$ cat src/rtl/irq_tmr_pkg.sv
package irq_tmr_pkg;
  localparam int CNT_W = 8;
  localparam int NARROW_BITS = 3;
  localparam logic [CNT_W-1:0] NARROW_MASK = CNT_W'((1 << NARROW_BITS) - 1);

  // register offsets
  localparam logic [2:0] OFS_ENA   = 3'd0;
  localparam logic [2:0] OFS_MODE  = 3'd1;
  localparam logic [2:0] OFS_OFF   = 3'd2;
  localparam logic [2:0] OFS_ON    = 3'd3;
  localparam logic [2:0] OFS_PRE   = 3'd4;
  localparam logic [2:0] OFS_MAIN  = 3'd5;
  localparam logic [2:0] OFS_KEY   = 3'd6;
  localparam logic [2:0] OFS_ADJ   = 3'd7;

  typedef enum logic [1:0] {
    SRC_CPU   = 2'd0,
    SRC_A12   = 2'd1,
    SRC_FETCH = 2'd2,
    SRC_WRITE = 2'd3
  } srcSel_e;

  typedef struct packed {
    logic             loadPre;
    logic             loadMain;
    logic [CNT_W-1:0] loadVal;
    logic [1:0]       steps;
    logic             countUp;
    logic [CNT_W-1:0] preMask;
    logic             enable;
    logic             ack;
  } tmrCtl_t;
endpackage

$ cat src/rtl/irq_tmr_ctrl.sv
module irq_tmr_ctrl
  import irq_tmr_pkg::*;
#(
  parameter int FETCH_W = 14
) (
  input  logic               clk,
  input  logic               rst_n,
  input  logic               wrEn,
  input  logic [2:0]         wrAddr,
  input  logic [CNT_W-1:0]   wrData,
  input  logic               cpuCycleStb,
  input  logic               a12RiseStb,
  input  logic               fetchStb,
  input  logic [FETCH_W-1:0] fetchAddr,
  input  logic               cpuWriteStb,
  output tmrCtl_t            ctl
);
  logic [CNT_W-1:0]   modeQ, keyQ, adjQ;
  logic               enQ;
  logic [FETCH_W-1:0] lastFetchQ;

  always_ff @(posedge clk or negedge rst_n) begin
    if (!rst_n) begin
      modeQ      <= '0;
      keyQ       <= '0;
      adjQ       <= '0;
      enQ        <= 1'b0;
      lastFetchQ <= '0;
    end else begin
      if (wrEn) begin
        case (wrAddr)
          OFS_ENA:  enQ   <= wrData[0];
          OFS_MODE: modeQ <= wrData;
          OFS_OFF:  enQ   <= 1'b0;
          OFS_ON:   enQ   <= 1'b1;
          OFS_KEY:  keyQ  <= wrData;
          OFS_ADJ:  adjQ  <= wrData;
          default:  ;
        endcase
      end
      if (fetchStb) lastFetchQ <= fetchAddr;
    end
  end

  logic       dirUp, dirDown, anyLoad;
  logic [1:0] srcSteps;
  srcSel_e    src;

  always_comb begin
    dirUp   = (modeQ[7:6] == 2'b01);
    dirDown = (modeQ[7:6] == 2'b10);
    src     = srcSel_e'(modeQ[1:0]);
    anyLoad = wrEn && ((wrAddr == OFS_PRE) || (wrAddr == OFS_MAIN));
    case (src)
      SRC_CPU:   srcSteps = {1'b0, cpuCycleStb};
      SRC_A12:   srcSteps = {1'b0, a12RiseStb};
      SRC_FETCH: srcSteps = (fetchStb && (fetchAddr != lastFetchQ)) ? 2'd2 : 2'd0;
      default:   srcSteps = {1'b0, cpuWriteStb};
    endcase

    ctl.loadPre  = wrEn && (wrAddr == OFS_PRE);
    ctl.loadMain = wrEn && (wrAddr == OFS_MAIN);
    ctl.loadVal  = wrData ^ keyQ;
    ctl.steps    = ((dirUp || dirDown) && !anyLoad) ? srcSteps : 2'd0;
    ctl.countUp  = dirUp;
    ctl.preMask  = modeQ[3] ? adjQ : (modeQ[2] ? NARROW_MASK : '1);
    ctl.enable   = enQ;
    ctl.ack      = wrEn && ((wrAddr == OFS_OFF) || ((wrAddr == OFS_ENA) && !wrData[0]));
  end


  load_no_step_chk: assert property (@(posedge clk) disable iff (!rst_n)
    (wrEn && (wrAddr == OFS_PRE || wrAddr == OFS_MAIN)) |-> (ctl.steps == 2'd0));
endmodule

$ cat src/rtl/irq_tmr_core.sv
module irq_tmr_core
  import irq_tmr_pkg::*;
(
  input  logic    clk,
  input  logic    rst_n,
  input  tmrCtl_t ctl,
  output logic    irq
);
  logic [CNT_W-1:0] preQ, mainQ;
  logic             irqQ;
  logic [CNT_W-1:0] preNext, mainNext;
  logic             wrapHit;

  // chained advances: up to two per cycle
  always_comb begin
    preNext  = preQ;
    mainNext = mainQ;
    wrapHit  = 1'b0;
    for (int i = 0; i < 2; i++) begin
      if (i < int'(ctl.steps)) begin
        if (ctl.countUp) begin
          preNext = preNext + 1'b1;
          if ((preNext & ctl.preMask) == '0) begin
            mainNext = mainNext + 1'b1;
            if (mainNext == '0) wrapHit = 1'b1;
          end
        end else begin
          preNext = preNext - 1'b1;
          if ((preNext & ctl.preMask) == ctl.preMask) begin
            mainNext = mainNext - 1'b1;
            if (mainNext == '1) wrapHit = 1'b1;
          end
        end
      end
    end
  end

  always_ff @(posedge clk or negedge rst_n) begin
    if (!rst_n) begin
      preQ  <= '0;
      mainQ <= '0;
      irqQ  <= 1'b0;
    end else begin
      preQ  <= ctl.loadPre  ? ctl.loadVal : preNext;
      mainQ <= ctl.loadMain ? ctl.loadVal : mainNext;
      if (ctl.ack)                    irqQ <= 1'b0;
      else if (wrapHit && ctl.enable) irqQ <= 1'b1;
    end
  end

  assign irq = irqQ;


  load_pre_chk: assert property (@(posedge clk) disable iff (!rst_n)
    ctl.loadPre |=> (preQ == $past(ctl.loadVal)));

  load_main_chk: assert property (@(posedge clk) disable iff (!rst_n)
    ctl.loadMain |=> (mainQ == $past(ctl.loadVal)));

  load_keeps_other_chk: assert property (@(posedge clk) disable iff (!rst_n)
    ctl.loadPre |=> $stable(mainQ));

  idle_hold_chk: assert property (@(posedge clk) disable iff (!rst_n)
    (ctl.steps == 2'd0 && !ctl.loadPre && !ctl.loadMain) |=> ($stable(preQ) && $stable(mainQ)));

  ack_clear_chk: assert property (@(posedge clk) disable iff (!rst_n)
    ctl.ack |=> !irqQ);

  irq_needs_enable_chk: assert property (@(posedge clk) disable iff (!rst_n)
    $rose(irqQ) |-> $past(ctl.enable));
endmodule

$ cat src/rtl/irq_prescale_timer.sv
module irq_prescale_timer
  import irq_tmr_pkg::*;
#(
  parameter int FETCH_W = 14
) (
  input  logic               clk,
  input  logic               rst_n,
  input  logic               wrEn,
  input  logic [2:0]         wrAddr,
  input  logic [CNT_W-1:0]   wrData,
  input  logic               cpuCycleStb,
  input  logic               a12RiseStb,
  input  logic               fetchStb,
  input  logic [FETCH_W-1:0] fetchAddr,
  input  logic               cpuWriteStb,
  output logic               irq
);
  tmrCtl_t ctl;

  irq_tmr_ctrl #(.FETCH_W(FETCH_W)) ctrl_i (
    .clk(clk), .rst_n(rst_n), .wrEn(wrEn), .wrAddr(wrAddr), .wrData(wrData),
    .cpuCycleStb(cpuCycleStb), .a12RiseStb(a12RiseStb), .fetchStb(fetchStb),
    .fetchAddr(fetchAddr), .cpuWriteStb(cpuWriteStb), .ctl(ctl)
  );

  irq_tmr_core core_i (
    .clk(clk), .rst_n(rst_n), .ctl(ctl), .irq(irq)
  );
endmodule

$ cat config.mk
export PLATFORM = sky130hd
export DESIGN_NAME = irq_prescale_timer
export DESIGN_NICKNAME = d
export VERILOG_FILES = /design/src/rtl/irq_tmr_pkg.sv /design/src/rtl/irq_tmr_ctrl.sv /design/src/rtl/irq_tmr_core.sv /design/src/rtl/irq_prescale_timer.sv
export SDC_FILE = /design/constraint.sdc
export NUM_CORES = 1
export LEC_CHECK = 0
export ABC_AREA = 1
export CAP_MARGIN = 15
export CORE_MARGIN = 2
export CORE_UTILIZATION = 45
export CTS_CLUSTER_DIAMETER = 80
export CTS_CLUSTER_SIZE = 25
export DETAILED_ROUTE_END_ITERATION = 10
export PLACE_DENSITY = 0.69
export REMOVE_ABC_BUFFERS = 1
export SYNTH_ARGS = -nofsm -noshare
export SYNTH_HDL_FRONTEND = slang
export SYNTH_SLANG_ARGS = --single-unit
$ cat constraint.sdc
create_clock -name clk -period 2.7 [get_ports clk]
set_input_delay 0.81 -clock clk [delete_from_list [all_inputs] [get_ports clk]]
set_output_delay 0.81 -clock clk [all_outputs]
set_load 0.01 [all_outputs]
---- Word level (Yosys, flattened, before mapping) ----
Index checks and enable logic that the tools add are counted.
cells by class
  order comparisons ....................... 2
  bitwise gates (word level) .............. 5
  equal/unequal tests ..................... 16
  add/sub/neg operators ................... 8
  multiplexer cells ....................... 34
  reductions and logical operators ........ 25
operators by type and width
  cell                                                        number
  two-way mux 8 bit                                           16
  adder 8 x 1 -> 8 bit (second input constant)                4
  AND 8 bit                                                   4
  zero test 8 bit                                             4
  subtractor 8 x 1 -> 8 bit (second input constant)           4
  == test 8 bit                                               2
  == test 8 bit (second input constant)                       2
  two-way mux 1 bit                                           14
  inequality test 14 bit                                      1
  == test 3 bit (second input constant)                       4
  logical AND 1 bit                                           8
  AND reduction 2 bit                                         4
  XOR 8 bit                                                   1
  == test 3 x 2 -> 1 bit (second input constant)              2
  one-hot mux 2 bit (3 select lines)                          1
  == test 2 x 1 -> 1 bit (second input constant)              2
  == test 2 bit (second input constant)                       2
  less-than comparator 1 x 2 -> 1 bit (first input constant)  2
  two-way mux 2 bit                                           2
  == test 3 x 1 -> 1 bit (second input constant)              1
  zero test 3 bit                                             1
  logical OR 1 bit                                            3
  one-hot mux 1 bit (3 select lines)                          1
  nonzero test 3 bit                                          1
  other kinds (3)                                             4
storage, ports and cells
  logic and storage cells ................. 98
  register bits after elaboration ......... 56
  output and inout bits ................... 1
  input port bits ......................... 32

---- Longest topological paths before layout ----
Gate-level depths: netlist of run 1.
  depth in word-level cells ............... 17
  mapped depth ............................ 29
  mapped depth without buffers ............ 28

---- Cells and area by module ----
A second synthesis of run 1 with hierarchy kept.
second synthesis, totals
  cell total of the unflattened synthesis .. 828
  area total of the unflattened synthesis .. 5,343.9 sq um
by module, submodules not included
  module        times used  cells each  area an instance (sq um)  sequential area each (sq um)
  irq_tmr_core  1           578         3,362.0                   425.4
  irq_tmr_ctrl  1           250         1,981.9                   925.9

---- Least setup slack after synthesis of run 1 ----
No wires, ideal clock.
  path type ............................... input port to flip-flop
  start ................................... in fetchStb
  end ..................................... reg core_i.mainQ[0]
  path buffers ............................ 2
  data arrival time ....................... 3.020 ns
  data required time ...................... 2.570 ns
  slack ................................... -0.450 ns
  stages on the path ...................... 22
  setup time .............................. 0.130 ns
  path through ............................ buf_4 -> nand3_1 -> nor3_2 -> nand2_4 -> nand2_4 -> buf_6 -> nand2_1 -> nand2_1 -> ha_1 -> nand3_1 -> nor2_1 -> nand3_1 -> nand3_1 -> nand2_1 -> nor2_1 -> nand2_2 -> inv_2 -> nand2_2 -> nand2_1 -> nand3_1 -> nand3_1 -> o21ai_0
on the way
  cells in the longest elaborated chain, start to end .. 13
  elaborated cells between the ends (all ways) .. 21
  classes of those cells .................. add/sub (4); order compare (2); eq/ne (1); mux (10); bitwise (2); reduce/logical (2)
RTL lines
  what                                                                      RTL line                                RTL
  start: declaration                                                        irq_prescale_timer.sv:13                input logic fetchStb,
  logical AND 1 bit (*)                                                     irq_tmr_ctrl.sv:57                      SRC_FETCH: srcSteps = (fetchStb && (fetchAddr != lastFetchQ)) ? 2'd2 : 2'd0;
  two-way mux 2 bit (*)                                                     irq_tmr_ctrl.sv:57
  one-hot mux 2 bit (3 select lines) (*)                                    irq_tmr_ctrl.sv:54                      case (src)
  two-way mux 2 bit (*)                                                     irq_tmr_ctrl.sv:64                      ctl.steps = ((dirUp || dirDown) && !anyLoad) ? srcSteps : 2'd0;
  less-than comparator 1 x 2 -> 1 bit                                       irq_tmr_core.sv:20                      if (i < int'(ctl.steps)) begin
  two-way mux 8 bit                                                         irq_tmr_core.sv:20
  subtractor 8 x 1 -> 8 bit / adder 8 x 1 -> 8 bit (equally long branches)  irq_tmr_core.sv:28, irq_tmr_core.sv:22
  AND 8 bit (on tied branches)                                              irq_tmr_core.sv:29, irq_tmr_core.sv:23
  == test 8 bit / zero test 8 bit (equally long branches)                   irq_tmr_core.sv:29, irq_tmr_core.sv:23
  two-way mux 8 bit (on tied branches)                                      irq_tmr_core.sv:29, irq_tmr_core.sv:23
  two-way mux 8 bit                                                         irq_tmr_core.sv:21                      if (ctl.countUp) begin
  two-way mux 8 bit (*)                                                     irq_tmr_core.sv:20
  two-way mux 8 bit (*)                                                     irq_tmr_core.sv:45                      mainQ <= ctl.loadMain ? ctl.loadVal : mainNext;
  end signal: assignment                                                    irq_tmr_core.sv:45
  end: declaration                                                          irq_tmr_core.sv:9                       logic [CNT_W-1:0] preQ, mainQ;
Every way passes the cells marked *; elsewhere a longest branch is shown, timed or not.
A chain may end at the register's enable or synchronous reset.

---- Worst setup path in the final report of run 1 ----
  start ................................... in fetchStb
  end ..................................... reg core_i.mainQ[2]
The elaborated chain is that of the path after synthesis.

==> results of run 1 <==
==> worst max-delay path by stage <==
stage                              start              end  slack (ns)  depth (start not counted)
after floorplan                     wrEn  core_i.mainQ[0]       -0.61                         21
final                           fetchStb  core_i.mainQ[2]       -0.59                         22
after detailed placement    fetchAddr[2]  core_i.mainQ[5]       -1.18                         25
after global placement      fetchAddr[2]       core_i.irq       -1.17                         26
after global routing        fetchAddr[3]  core_i.mainQ[2]       -0.66                         26
after CTS                 core_i.preQ[1]       core_i.irq       -0.43                         29
==> Yosys cell counts, types with 3 or more instances <==
cell type / number / area [um2]
o21ai_1: 8 / 40.0
mux2_2: 3 / 33.8
nor2_2: 7 / 43.8
a311o_1: 3 / 30.0
a21oi_1: 17 / 85.1
buf_4: 5 / 37.5
ha_1: 12 / 150
nand4_1: 14 / 87.6
xnor2_1: 8 / 70.1
dfrtp_1: 54 / 1350
nand2_4: 6 / 67.6
nand2_1: 262 / 983
nor2_1: 69 / 259
xor2_1: 22 / 193
nand3_2: 4 / 40.0
inv_1: 98 / 368
o211ai_1: 4 / 30.0
a31oi_1: 3 / 18.8
clkbuf_1: 16 / 60.1
inv_2: 7 / 26.3
o21ai_0: 57 / 285
nand3_1: 80 / 400
nand2_2: 16 / 100
nor2_4: 3 / 33.8
nor3_1: 6 / 30.0
==> layer usage <==
metal	up-vias	global-route usage	share of wire
li1	3044	-	-
met1	3090	0.377	0.39
met2	315	0.520	0.49
met3	97	0.0394	0.060
met4	0	0.132	0.056
met5	-	0	0
==> cell families after synthesis <==
logic type,synth area share
mux,0.00667
fa+ha+maj,0.0297
simple gates,0.421
compound gates,0.120
xor+xnor,0.0519
flops,0.267
buf+inv,0.103
==> power breakdown <==
group | internal, mW | total [mW] | switching, mW
clock | 0.194 | 0.523 | 0.330
sequential | 1.01 | 1.27 | 0.259
combinational | 3.01 | 6.69 | 3.68
==> cell type report <==
type                       count  area [um2]  area share
clock buffer                   5        68.8     0.00843
timing repair buffer         235        2000       0.245
clock inverter                 3        27.5     0.00337
tap                          140         175      0.0214
sequential                    54        1350       0.166
multi-input combinational    629        4110       0.504
inverter                     106         425      0.0521
==> state kept, by name (all words and copies together), names as in the netlist <==
register,cells
core_i.preQ,8
ctrl_i.lastFetchQ,14
ctrl_i.keyQ,8
core_i.irq,1
ctrl_i.enQ,1
core_i.mainQ,8
ctrl_i.modeQ,6
ctrl_i.adjQ,8
==> metrics by stage <==
stage | cells | setup slack [ns] | cell area, um2 | utilization | hold slack (ns)
6_report | 1172 | -0.593 | 8170 | 0.750 | 0.282
5_1_grt | 1172 | -0.660 | 8170 | 0.750 | 0.287
4_1_cts | 1152 | -0.429 | 7410 | 0.681 | 0.284
3_5_place_dp | 1100 | -1.18 | 6500 | 0.597 | 0.496
3_3_place_gp | 1100 | -1.17 | 6500 | 0.597 | 0.473
2_1_floorplan | 787 | -0.612 | 4940 | - | 0.453
==> critical path: cells and delay by family <==
family	cells	cell delay (ns)
compound gates	1	0.13
fa+ha+maj	1	0.16
buf+inv	3	0.42
simple gates	17	2.01
==> timing repair <==
item	in CTS	in global routing
endpoints found under the setup margin	16	32
cloned	2	1
pin swaps	92	97
gates resized for setup	219	160
setup buffers	43	22
==> results.py, run 1 <==
metrics = {
    "finish": {
        "final_nets": 1075,
        "final_cell_mix": "nand2_1, buf_4, inv_1",
        "antenna_cells": 0,
        "final_common_cell": "nand2_1",
        "syn2layout_area_growth_pct": 61.3,
        "drive_gt1_frac": 0.432,
        "num-fill-cells": 758,
    },
    "floorplanning": {
        "core_mm2": 0.0109,
        "ios": 33,
        "chipHeight_um": 110,
        "floorplan.die.width_um": 110,
        "die_area_mm2": 0.0121,
        "rows": 38,
        "start_util": 0.465,
    },
    "sta": {
        "rsz0062_at_grt": "true",
        "finalCritPeriodShare": 1.22,
        "finalHoldViolations": 0,
        "slew_headroom": 0.553,
        "clock.fmax_mhz": 304,
        "worstMarginPinSlew_ns": 0.668,
        "finalSetupViolations": 14,
        "slew_viol_final": 0,
        "fin_tns_setup_ns": -4.65,
        "worst_slack_ns": -0.593,
        "fin_crit_ns": 3.29,
        "fin_skew_ns": 0.0231,
    },
    "clock_network": {
        "cts_max_path_buffers": 2,
        "tritoncts_num_sinks": 54,
        "cts-hold-fix-buffers": 0,
        "cts_buffers": 5,
        "htree_levels": 2,
        "cts.clk_slew.worst_paths_ns": 0.11,
        "insertion_delay_ns": 0.34,
        "ctsRootBufferMaster": "clkbuf_8",
        "cts_tree": "built",
    },
    "global_route": {
        "grtUsageTotal": 0.302,
        "grt_pass1_vias": 6097,
        "overflow": 0,
        "grt_pass1_wl_um": 28500,
        "antenna_found_initial": 0,
        "grt_max_degree": 27,
    },
    "critical_path": {
        "r2r_cells": 21,
        "r2r-end": "core_i.mainQ[2]",
        "critPathRequiredTime_ns": 2.97,
        "reg2reg_slack_ns": -0.54,
        "worstPathArrival_ns": 3.56,
        "crit_path_frequent_cell": "nand3_2",
        "cpPeakStageDelay_ns": 0.28,
        "crit_type": "input pin to register",
        "r2r_start": "ctrl_i.modeQ[0]",
        "critPathLaunchType": "input pin",
        "cp_slowest_cell": "dlygate4sd2_1",
        "path_cells": "dlygate4sd2_1 -> nand3_2 -> nor3_4 -> nand2_4 -> nand2_8 -> nand2_2 -> nand2_4 -> ha_4 -> nand3_4 -> nor2_4 -> nand3_2 -> nand3_2 -> nand2_2 -> nor2_4 -> nand2_4 -> inv_4 -> nand3_2 -> nand2_1 -> inv_1 -> o211ai_1 -> nand2_1 -> nand2_1",
        "critPathMaxFanout": 6,
        "cp-end-kind": "register",
    },
    "drt": {
        "wl_per_cell_um": 17.2,
        "antenna_left": 0,
        "drcViolationCount": 0,
        "via_per_inst": 5.59,
        "drtIter0Drc": 568,
        "dr.pass1.iters": 5,
        "wl_um": 20100,
        "vias": 6546,
    },
    "hold_path": {
        "hold_class": "input pin to asynchronous set/reset pin",
    },
    "synth": {
        "synth-async-reset-ratio": 1.00,
        "syn_avg_cell_area_um2": 6.24,
        "netlist_area_mm2": 0.00506,
        "netlist_instances": 811,
        "synth_seq_cells": 54,
        "seq_area_frac_synth": 0.267,
        "ys.warnings.count": 0,
        "synth_ff_type": "dfrtp_1",
        "synth_edf_count": 0,
        "ys_types": 47,
    },
    "pwr": {
        "p_leak_nw": 4.06,
        "peakVddDrop_v": 0.000517,
        "power_density_mw_per_mm2": 1040,
        "power_mw": 8.49,
    },
    "placed_design": {
        "hpwl_um": 12500,
        "portBuffers": 32,
        "gp_congestion": 1.04,
    },
    "run_status": {
        "violations": "negative setup slack",
        "status": "finished, violations left",
    },
    "flow_run": {
        "max-cap-violations": 0,
    },
}
Power figures use the tool's default switching activity.
==> inputs of run 2 (changes only) <==
--- a/config.mk
+++ b/config.mk
@@ -10,3 +10,3 @@
 export CORE_MARGIN = 2
-export CORE_UTILIZATION = 45
+export CORE_UTILIZATION = 55
 export CTS_CLUSTER_DIAMETER = 80
@@ -14,3 +14,3 @@
 export DETAILED_ROUTE_END_ITERATION = 10
-export PLACE_DENSITY = 0.69
+export PLACE_DENSITY = 0.81
 export REMOVE_ABC_BUFFERS = 1
==> constraint.sdc (replaced) <==
create_clock -name clk -period 2.7 [get_ports clk]
set_input_delay 0.54 -clock clk [delete_from_list [all_inputs] [get_ports clk]]
set_output_delay 0.54 -clock clk [all_outputs]
set_load 0.01 [all_outputs]
==> results.py, run 2 (synthesis gave the netlist of run 1 again) <==
metrics = {
    "finish": {
        "final_common_cell": "nand2_1",
        "fin_cells": 1117,
        "antenna_cells": 0,
        "top_register": "ctrl_i.lastFetchQ",
        "syn2layout_area_growth_pct": 53.6,
        "largest_reg_flops": 14,
        "drive_gt1_frac": 0.406,
        "final_nets": 1049,
        "final_cell_mix": "nand2_1, buf_4, inv_1",
    },
    "drt": {
        "dr.pass1.iters": 10,
        "vias": 7256,
        "drcViolationCount": 0,
        "wl_per_cell_um": 21.4,
        "via_per_inst": 6.50,
        "wl_um": 23900,
        "drtIter0Drc": 1152,
        "antenna_left": 0,
    },
    "pwr": {
        "power_density_mw_per_mm2": 1090,
        "power_mw": 8.51,
        "p_leak_nw": 3.84,
        "peakVddDrop_v": 0.000492,
    },
    "run_status": {
        "status": "finished, violations left",
        "violations": "negative setup slack",
    },
    "sta": {
        "fin_crit_ns": 3.43,
        "fin_skew_ns": 0.0177,
        "finalCritPeriodShare": 1.27,
        "fin_tns_setup_ns": -6.49,
        "rsz0062_at_grt": "true",
        "finalHoldViolations": 0,
        "slew_headroom": 0.570,
        "worstMarginPinSlew_ns": 0.644,
        "worst_slack_ns": -0.728,
        "clock.fmax_mhz": 292,
        "slew_viol_final": 0,
        "finalSetupViolations": 16,
    },
    "floorplanning": {
        "start_util": 0.558,
        "core_mm2": 0.00906,
        "floorplan.die.width_um": 99.9,
        "chipHeight_um": 99.9,
        "rows": 35,
        "die_area_mm2": 0.00999,
        "ios": 33,
    },
    "placed_design": {
        "hpwl_um": 12200,
        "place_inst": 1050,
        "portBuffers": 32,
        "gp_congestion": 0.967,
    },
    "global_route": {
        "antenna_found_initial": 0,
        "grt_pass1_wl_um": 30100,
        "overflow": 0,
        "grt_pass1_vias": 6343,
        "grt_max_degree": 27,
        "grtUsageTotal": 0.378,
    },
    "hold_path": {
        "hold_class": "input pin to asynchronous set/reset pin",
    },
    "critical_path": {
        "critPathLaunchType": "register",
        "r2r_cells": 27,
        "reg2reg_slack_ns": -0.73,
        "cp-end-kind": "register",
        "critPathMaxFanout": 7,
        "worstPathArrival_ns": 3.66,
        "critPathRequiredTime_ns": 2.93,
        "crit_type": "register to register",
    },
    "clock_network": {
        "htree_levels": 2,
        "ctsRootBufferMaster": "clkbuf_8",
        "cts.clk_slew.worst_paths_ns": 0.13,
        "cts_max_path_buffers": 2,
        "cts_buffers": 5,
        "tritoncts_num_sinks": 54,
        "insertion_delay_ns": 0.35,
        "cts_tree": "built",
    },
    "flow_run": {
        "max-cap-violations": 0,
    },
}
[run 2: area by class of cell]
| class | instances | area (um2) |
|---|---|---|
| inverters | 106 | 413 |
| clock inverters | 2 | 20.0 |
| repair buffers | 209 | 1730 |
| clock buffers | 6 | 82.6 |
| fillers | 460 | 1290 |
| flip-flops and latches | 54 | 1360 |
| multi-input cells | 629 | 4040 |
| well taps | 111 | 139 |
[run 2: timing repair]
action | 4_1_cts | 5_1_grt
setup endpoints to repair | 15 | 30
pin swaps | 86 | 51
gates cloned | 3 | 1
buffers inserted | 42 | 17
hold buffers | 0 | 0
gates resized for setup | 192 | 123
[run 2: critical path, cell delays in order (launching register included)]
cell and delay [ns]:
dfrtp_1 0.45, buf_6 0.15, buf_8 0.14, nand3_1 0.10, xor2_1 0.25, nor2_1 0.13, nor3_2 0.13, buf_4 0.17
nand2_4 0.07, inv_2 0.06, nand2_1 0.04, nand2_1 0.10, nand2_2 0.11, nand2_4 0.15, inv_4 0.06, ha_4 0.16
nand2_2 0.11, nor2_4 0.05, nor2_1 0.13, nand2_1 0.15, nand2_1 0.13, nor2_1 0.06, nand3_1 0.09, nand2_1 0.07
nand2_1 0.06, nand2_1 0.05, nand2_1 0.10, a21oi_2 0.05
[run 2: final timing paths]
path / endpoint / startpoint
max in group asynchronous: core_i.preQ[5] / rst_n
min: ctrl_i.adjQ[4] / rst_n
min reg2reg: ctrl_i.keyQ[2] / ctrl_i.keyQ[2]
max: core_i.irq / core_i.preQ[0]
max reg2reg: core_i.irq / core_i.preQ[0]
min in group clk: ctrl_i.lastFetchQ[1] / fetchAddr[1]
[run 2: through the flow]
step / hold WS, ns / setup WS, ns / area, um2 / util
global route: 0.144 / -0.796 / 7770 / 0.858
detailed placement: 0.493 / -1.08 / 6300 / 0.696
CTS: 0.147 / -0.225 / 7280 / 0.803
floorplan: 0.244 / -0.537 / 4940 / -
finish: 0.115 / -0.728 / 7770 / 0.858
global placement: 0.473 / -1.06 / 6300 / 0.696
[run 2: power breakdown]
part / internal [mW] / total [mW] / switching (mW)
Clock: 0.220 / 0.572 / 0.352
Sequential: 1.01 / 1.31 / 0.296
Combinational: 2.76 / 6.62 / 3.87
Total: 3.99 / 8.51 / 4.51
[run 2: per-layer routing]
| metal | GRT usage | wire length, um | up-vias |
|---|---|---|---|
| met5 | 0 | 0 | - |
| met2 | 0.657 | 10800 | 676 |
| li1 | - | - | 2980 |
| met3 | 0.0487 | 2750 | 294 |
| met1 | 0.456 | 7940 | 3306 |
| met4 | 0.202 | 2450 | 0 |
